## src/rtl/frt_pkg.sv

```systemverilog
package frt_pkg;
  localparam int unsigned CNT_W    = 16;
  localparam int unsigned NUM_CH   = 2;
  localparam int unsigned ADDR_W   = $clog2(NUM_CH + 2);
  localparam int unsigned CTRL_ADR = 0;
  localparam int unsigned CMP_BASE = 1;
  localparam int unsigned RUN_BIT  = 0;
  localparam int unsigned CLR_BIT  = 1;
endpackage

```

## src/rtl/frt_ctrl.sv

```systemverilog
module frt_ctrl
  import frt_pkg::*;
#(
  parameter int unsigned AW = ADDR_W,
  parameter int unsigned DW = CNT_W
) (
  input  logic          clk,
  input  logic          rst_n,
  input  logic          wr_en,
  input  logic [AW-1:0] wr_addr,
  input  logic [DW-1:0] wr_data,
  input  logic          wrap_evt,
  output logic          run_q,
  output logic          start,
  output logic          stop,
  output logic          flag_q
);
  localparam logic [AW-1:0] CTRL_A = AW'(CTRL_ADR);

  logic ctrl_wr;
  logic clr_req;
  logic run_d;
  logic flag_d;

  always_comb begin
    ctrl_wr = wr_en && (wr_addr == CTRL_A);
    clr_req = ctrl_wr && wr_data[CLR_BIT];
    start   = ctrl_wr && wr_data[RUN_BIT] && !run_q;
    stop    = ctrl_wr && !wr_data[RUN_BIT] && run_q;
    run_d   = run_q;
    if (start) run_d = 1'b1;
    if (stop)  run_d = 1'b0;
    flag_d  = flag_q;
    if (clr_req)  flag_d = 1'b0;
    if (wrap_evt) flag_d = 1'b1;
  end

  always_ff @(posedge clk or negedge rst_n) begin
    if (!rst_n) begin
      run_q  <= 1'b0;
      flag_q <= 1'b0;
    end else begin
      run_q  <= run_d;
      flag_q <= flag_d;
    end
  end


  flag_hold_chk: assert property (@(posedge clk) disable iff (!rst_n)
    (flag_q && !clr_req) |=> flag_q);

  set_wins_chk: assert property (@(posedge clk) disable iff (!rst_n)
    wrap_evt |=> flag_q);
endmodule

```

## src/rtl/frt_counter.sv

```systemverilog
module frt_counter #(
  parameter int unsigned W = 16
) (
  input  logic         clk,
  input  logic         rst_n,
  input  logic         run,
  input  logic         start,
  input  logic         stop,
  input  logic         tick,
  output logic [W-1:0] cnt_q,
  output logic [W-1:0] cnt_nxt,
  output logic         adv,
  output logic         wrap_evt,
  output logic         ovf_q
);
  localparam logic [W-1:0] MAXV = {W{1'b1}};

  logic [W-1:0] cnt_d;

  always_comb begin
    adv      = run && tick && !start && !stop;
    cnt_nxt  = cnt_q + 1'b1;
    wrap_evt = adv && (cnt_q == MAXV);
    cnt_d    = cnt_q;
    if (start || stop) cnt_d = '0;
    else if (adv)      cnt_d = cnt_nxt;
  end

  always_ff @(posedge clk or negedge rst_n) begin
    if (!rst_n) begin
      cnt_q <= '0;
      ovf_q <= 1'b0;
    end else begin
      cnt_q <= cnt_d;
      ovf_q <= wrap_evt;
    end
  end


  ovf_zero_chk: assert property (@(posedge clk) disable iff (!rst_n)
    ovf_q |-> (cnt_q == '0));

  stop_clear_chk: assert property (@(posedge clk) disable iff (!rst_n)
    stop |=> (cnt_q == '0 && !ovf_q));
endmodule

```

## src/rtl/frt_cmp_chan.sv

```systemverilog
module frt_cmp_chan #(
  parameter int unsigned W  = 16,
  parameter int unsigned AW = 2,
  parameter logic [AW-1:0] SEL = '0
) (
  input  logic          clk,
  input  logic          rst_n,
  input  logic          wr_en,
  input  logic [AW-1:0] wr_addr,
  input  logic [W-1:0]  wr_data,
  input  logic          adv,
  input  logic          start,
  input  logic [W-1:0]  cnt_nxt,
  output logic          irq_q,
  output logic          tgl_q
);
  logic         sel_wr;
  logic [W-1:0] cmp_q;
  logic [W-1:0] cmp_eff;
  logic         hit;
  logic         tgl_d;

  always_comb begin
    sel_wr  = wr_en && (wr_addr == SEL);
    cmp_eff = sel_wr ? wr_data : cmp_q;
    hit     = adv && (cnt_nxt == cmp_eff);
    tgl_d   = (start || hit) ? !tgl_q : tgl_q;
  end

  always_ff @(posedge clk or negedge rst_n) begin
    if (!rst_n) begin
      cmp_q <= '0;
      irq_q <= 1'b0;
      tgl_q <= 1'b0;
    end else begin
      if (sel_wr) cmp_q <= wr_data;
      irq_q <= hit;
      tgl_q <= tgl_d;
    end
  end


  start_inv_chk: assert property (@(posedge clk) disable iff (!rst_n)
    start |=> (tgl_q != $past(tgl_q)));

  irq_tgl_chk: assert property (@(posedge clk) disable iff (!rst_n)
    irq_q |-> (tgl_q != $past(tgl_q)));
endmodule

```

## src/rtl/frt_cmp_timer.sv

```systemverilog
module frt_cmp_timer
  import frt_pkg::*;
(
  input  logic              clk,
  input  logic              rst_n,
  input  logic              tick_en,
  input  logic              wr_en,
  input  logic [ADDR_W-1:0] wr_addr,
  input  logic [CNT_W-1:0]  wr_data,
  output logic [CNT_W-1:0]  count,
  output logic [NUM_CH-1:0] tgl_out,
  output logic [NUM_CH-1:0] cmp_irq,
  output logic              ovf_irq,
  output logic              ovf_flag
);
  logic [1:0]       rst_sync;
  logic             rst_i_n;
  logic             run_q;
  logic             start;
  logic             stop;
  logic             adv;
  logic             wrap_evt;
  logic [CNT_W-1:0] cnt_nxt;

  always_ff @(posedge clk or negedge rst_n) begin
    if (!rst_n) rst_sync <= 2'b00;
    else        rst_sync <= {rst_sync[0], 1'b1};
  end
  assign rst_i_n = rst_sync[1];

  frt_ctrl #(.AW(ADDR_W), .DW(CNT_W)) u_ctrl (
    .clk      (clk),
    .rst_n    (rst_i_n),
    .wr_en    (wr_en),
    .wr_addr  (wr_addr),
    .wr_data  (wr_data),
    .wrap_evt (wrap_evt),
    .run_q    (run_q),
    .start    (start),
    .stop     (stop),
    .flag_q   (ovf_flag)
  );

  frt_counter #(.W(CNT_W)) u_cnt (
    .clk      (clk),
    .rst_n    (rst_i_n),
    .run      (run_q),
    .start    (start),
    .stop     (stop),
    .tick     (tick_en),
    .cnt_q    (count),
    .cnt_nxt  (cnt_nxt),
    .adv      (adv),
    .wrap_evt (wrap_evt),
    .ovf_q    (ovf_irq)
  );

  for (genvar i = 0; i < NUM_CH; i++) begin : g_ch
    localparam logic [ADDR_W-1:0] CH_A = ADDR_W'(CMP_BASE + i);
    frt_cmp_chan #(.W(CNT_W), .AW(ADDR_W), .SEL(CH_A)) u_ch (
      .clk     (clk),
      .rst_n   (rst_i_n),
      .wr_en   (wr_en),
      .wr_addr (wr_addr),
      .wr_data (wr_data),
      .adv     (adv),
      .start   (start),
      .cnt_nxt (cnt_nxt),
      .irq_q   (cmp_irq[i]),
      .tgl_q   (tgl_out[i])
    );
  end
endmodule

```

## config.mk

```make
export PLATFORM = sky130hd
export DESIGN_NAME = frt_cmp_timer
export DESIGN_NICKNAME = d
export VERILOG_FILES = /design/src/rtl/frt_pkg.sv /design/src/rtl/frt_ctrl.sv /design/src/rtl/frt_counter.sv /design/src/rtl/frt_cmp_chan.sv /design/src/rtl/frt_cmp_timer.sv
export SDC_FILE = /design/constraint.sdc
export NUM_CORES = 1
export LEC_CHECK = 0
export BUFFER_PORTS_ARGS = -buffer_cell sky130_fd_sc_hd__clkbuf_2
export CORE_AREA = 2 2 62 108
export DETAILED_ROUTE_END_ITERATION = 16
export DIE_AREA = 0 0 64 110
export PLACE_DENSITY = 0.77
export SLEW_MARGIN = 15
export SYNTH_ARGS = -nofsm -noshare
export SYNTH_HDL_FRONTEND = slang
export SYNTH_SLANG_ARGS = --single-unit
```

## constraint.sdc

```tcl
create_clock -name clk -period 2.2 [get_ports clk]
set_clock_uncertainty 0.15 [all_clocks]
set_input_delay 0 -clock clk [delete_from_list [all_inputs] [get_ports clk]]
set_output_delay 0 -clock clk [all_outputs]
set_load 0.01 [all_outputs]
```

; After elaboration in Yosys (flattened, before gate mapping)
; Index checks and enable logic that the tools add are counted.
[word_totals]
output_inout_bits = 22
ff_bits = 57
elab_cells = 52
in_bits = 22
[classes]
add_sub_neg = 1
eq_ne = 5
n_reduce_logical = 27
mux = 8
[op_table]
columns = operator, count
row1 = $mux 16, 4
row2 = $eq 16x16->1, 2
row3 = $add 16x1->16 const B, 1
row4 = $eq 16x16->1 const B, 1
row5 = $logic_and 1x1->1, 14
row6 = $logic_not 1->1, 6
row7 = $reduce_bool 2->1, 3
row8 = $mux 1, 4
row9 = $logic_or 1x1->1, 3
row10 = $eq 2x1->1 const B, 1
row11 = $eq 2x2->1 const B, 1
row12 = $logic_not 2->1, 1

; Logic depth before layout (Yosys ltp)
[logic_depth]
ltp_word = 9
mapped_depth = 9
ltp_nobuf = 8

; Modules after synthesis
; Synthesis repeated with hierarchy kept, for this count alone.
[unflattened]
cells_unflattened = 330
hier_area_um2 = 3470.8
[by_module_without_submodules]
columns = module, n_inst, cells_each, area_per_inst_um2
row1 = frt_cmp_chan, 2, 99, 1099.8
row2 = frt_counter, 1, 121, 1109.8
row3 = frt_ctrl, 1, 8, 107.6
row4 = frt_cmp_timer, 1, 3, 53.8

; Worst setup path after synthesis
; No wires, ideal clock.
[synth_path]
kind = reg2reg
start = reg u_cnt.cnt_q[1]
end = reg g_ch[0].u_ch.tgl_q
path_stages_with_launch = 9
required_time_ps = 1926
setup_ps = 124
path_slack_ps = -586
t_arrival_ps = 2512
path_buffers = 0
path_cell_list = dfrtp_1 ha_1 nand3_1 xor2_1 xnor2_1 or4_1 or4_1 o31a_1 o31a_1
[synth_via]
elab_chain_cells = 4
[synth_rtl]
columns = item, line_no
row1 = "start, declared", frt_counter.sv:10  ; output logic [W-1:0] cnt_q,
row2 = "start signal, assigned", frt_counter.sv:34  ; cnt_q <= cnt_d;
row3 = $add 16x1->16, frt_counter.sv:22  ; cnt_nxt = cnt_q + 1'b1;
row4 = $eq 16x16->1, frt_cmp_chan.sv:26  ; hit = adv && (cnt_nxt == cmp_eff);
row5 = $logic_and 1x1->1, frt_cmp_chan.sv:26
row6 = $logic_or 1x1->1, frt_cmp_chan.sv:27  ; tgl_d = (start || hit) ? !tgl_q : tgl_q;
row7 = "end signal, assigned", frt_cmp_chan.sv:38  ; tgl_q <= tgl_d;
row8 = "end, declared", frt_cmp_chan.sv:15  ; output logic tgl_q
; No other way between the ends.
; A chain may end at the register's enable or synchronous reset.

; Worst setup path after layout
[layout_path]
start = reg u_cnt.cnt_q[6]
end = reg g_ch[0].u_ch.irq_q
[layout_via]
elab_chain_cells = 3
[layout_rtl]
columns = item, line_no
row1 = $add 16x1->16, frt_counter.sv:22
row2 = $eq 16x16->1, frt_cmp_chan.sv:26
row3 = $logic_and 1x1->1, frt_cmp_chan.sv:26
row4 = net g_ch[0].u_ch.hit, frt_cmp_chan.sv:20  ; logic hit;
row5 = "end signal, assigned", frt_cmp_chan.sv:37  ; irq_q <= hit;
row6 = "end, declared", frt_cmp_chan.sv:14  ; output logic irq_q,
; The timed path passes the listed nets, and every way through them passes these cells.

==> results.toml <==
[global_routing]
met3_usage = 0.0599
grt_max_degree = 32
grt_pass1_vias = 3379
overflow = 0
met2_usage = 0.544
grt_usage = 0.308
antenna_found_initial = 0
top_usage_layer = "met2"
use_met1 = 0.305
grt_pass1_wl_um = 15900

[setup_path]
critPathKind = "reg -> reg"
startpoint = "u_cnt.cnt_q[6]"
reg2reg_slack_ps = -440
critPathArrivalTime_ps = 2750
r2r-start = "u_cnt.cnt_q[6]"
cp-start-kind = "flip-flop"
worstPathMaxFanout = 6
worst_r2r_path_depth = 7
cp_data_required_time_ps = 2310
critPathCaptureType = "flip-flop"

[sta]
slew_viol_final = 0
fin_crit_ps = 2640
timing.slew.headroom = 0.594
finalCritPeriodShare = 1.20
finalSetupViolations = 4
rsz0062_at_grt = "true"
timing.final.hold_violations = 0
worst_pin_slew_ps = 609
setup_slack_ps = -442
max_freq_mhz = 378

[logic_synthesis]
netlist_instances = 335
synth_cell_type_count = 52
ys_seq_area_frac = 0.413
yosys-top-cells-area = "dfrtp_1 (41%), xnor3_1 (5.9%), mux2i_1 (5.2%)"
synth_top_area_share = 0.413
synth_top_area_cell = "dfrtp_1"
ys_ff_latch = 57
synth_flop_cell = "dfrtp_1"
yosys_warnings = 0
syn-num-nets = 358
avgSynthCellArea_um2 = 10.3
synth-edff-count = 0
synthArstFlopShare = 1.00
syn_area_mm2 = 0.00345

[clock_tree]
clock_sinks = 57
clk_pin_slew_ps = 60
insertion_delay_ps = 360
cts_buffer_depth = 2
tritoncts = "yes"
cts-root-buf = "clkbuf_8"
htreeDepth = 3
cts_inserted_buffers = 9

[outcome]
status = "finished, violations left"
violations = "negative setup slack"

[cells_and_area]
final_nets = 512
drive_gt1_frac = 0.445
final_common_cell = "buf_4"
final_cell_mix = "buf_4 (96), dfrtp_1 (49), clkbuf_2 (43), nand2_1 (32), inv_1 (22)"
area_delta_synth_final_pct = 47.9
postLayoutCellArea_mm2 = 0.00511
final.fill_count = 355
fin_util = 0.833
antenna_cells = 0
instances_no_fill = 574

[power]
ir_worst_vdd_uv = 775
p_leak_nw = 2.55
powerDensity_mw_per_mm2 = 685

[routing]
drt_iter0_drc = 208
via_count = 3203
drc = 0
post_drt_wl_per_cell_um = 18.1
vias_per_cell = 5.58
ant_nets = 0
drt-pass1-iter-count = 5
drt-total-wl_um = 10400

[die]
core_mm2 = 0.00613
io_pins = 44
fp.dieW_um = 64
dieHeight_um = 110
rows = 38
start_util = 0.563
die_area_mm2 = 0.00704

[placed_design]
gp_congestion = 0.938
dp_hpwl_um = 7590
place_area_mm2 = 0.00453
port_buffers = 43
dp.cells = 536

[min_path]
min_path_type = "in -> reg"
hold_depth = 5
hold_start = "wr_addr[0]"

[flow_run]
maxCapViolCount = 0
[Yosys cell counts (all sizes together), types with 9 or more instances]
cell type / number
dfrtp: 57
nand2: 33
inv: 22
o21ai: 21
mux2i: 19
xnor2: 18
mux2: 17
nand3: 17
nor2: 14
buf: 12
xor2: 10
xnor3: 9
[routing by layer]
metal	part of all wire	up-vias
met4	0.074	0
met2	0.54	117
met1	0.34	1544
met3	0.052	56
met5	0	-
li1	-	1486
[sequential cells by signal, summed over array words and instances (netlist names)]
register,count
g_ch.u_ch.cmp_q,32
u_cnt.cnt_q,16
g_ch.u_ch.irq_q,2
g_ch.u_ch.tgl_q,2
rst_sync,2
u_cnt.ovf_q,1
u_ctrl.flag_q,1
u_ctrl.run_q,1
[cell type report]
cell class	instances	area, um^2	share of cell area
clock buffer	13	169	0.0331
clock inverter	3	15.0	0.00294
inverter	22	82.6	0.0162
multi-input combinational	236	2100	0.410
sequential	57	1440	0.281
tap	80	100	0.0196
timing repair buffer	163	1210	0.237
[worst max-delay path, stage by stage, from the launching register on]
cell and delay, ps:
dfrtp_2 410, nand4_4 170, or4_4 570, and2_1 210, a21oi_1 170, nand4_1 130, or4b_4 520, nor4_4 220
[path summary, 6_finish.rpt]
| path | endpoint |
|---|---|
| hold reg to reg | g_ch[1].u_ch.cmp_q[2] |
| min in group asynchronous | g_ch[1].u_ch.cmp_q[2] |
| max in group asynchronous | u_cnt.cnt_q[8] |
| setup / recovery | g_ch[0].u_ch.irq_q |
| setup reg to reg | g_ch[0].u_ch.irq_q |
| hold / removal | u_ctrl.run_q |
[metrics by stage]
stage	TNS [ps]	hold slack, ps	worst slack (ps)	power [mW]
6_report	-1450	33.4	-442	3.50
4_1_cts	-1170	21.5	-367	3.48
5_1_grt	-1960	71.5	-546	3.66
2_1_floorplan	-957	-446	-392	2.03
3_3_place_gp	-1480	-364	-541	2.44
3_5_place_dp	-1710	-360	-604	2.49
[cell families after synthesis]
group	share of synthesized area
buffers and inverters	0.0547
DFF	0.413
adders and majority gates	0.00362
and+or+nand+nor	0.172
muxes	0.115
AOI/OAI and AO/OA	0.0895
other	0.00109
xor gates and xnor gates	0.150
[report_power, final]
part	switching, mW	internal [mW]	leakage [nW]
clock network	0.416	0.495	0.0992
logic	0.599	0.674	1.75
registers	0.106	1.21	0.702
[what timing repair did]
action | CTS | global route
resized for setup | 18 | 18
setup endpoints to repair | 4 | 4
hold buffers | 18 | 0
buffers inserted | 0 | 4
endpoints found under the hold margin | 36 | 0
pin swaps | 3 | 4
No activity file was read; power rests on OpenSTA's default activity.
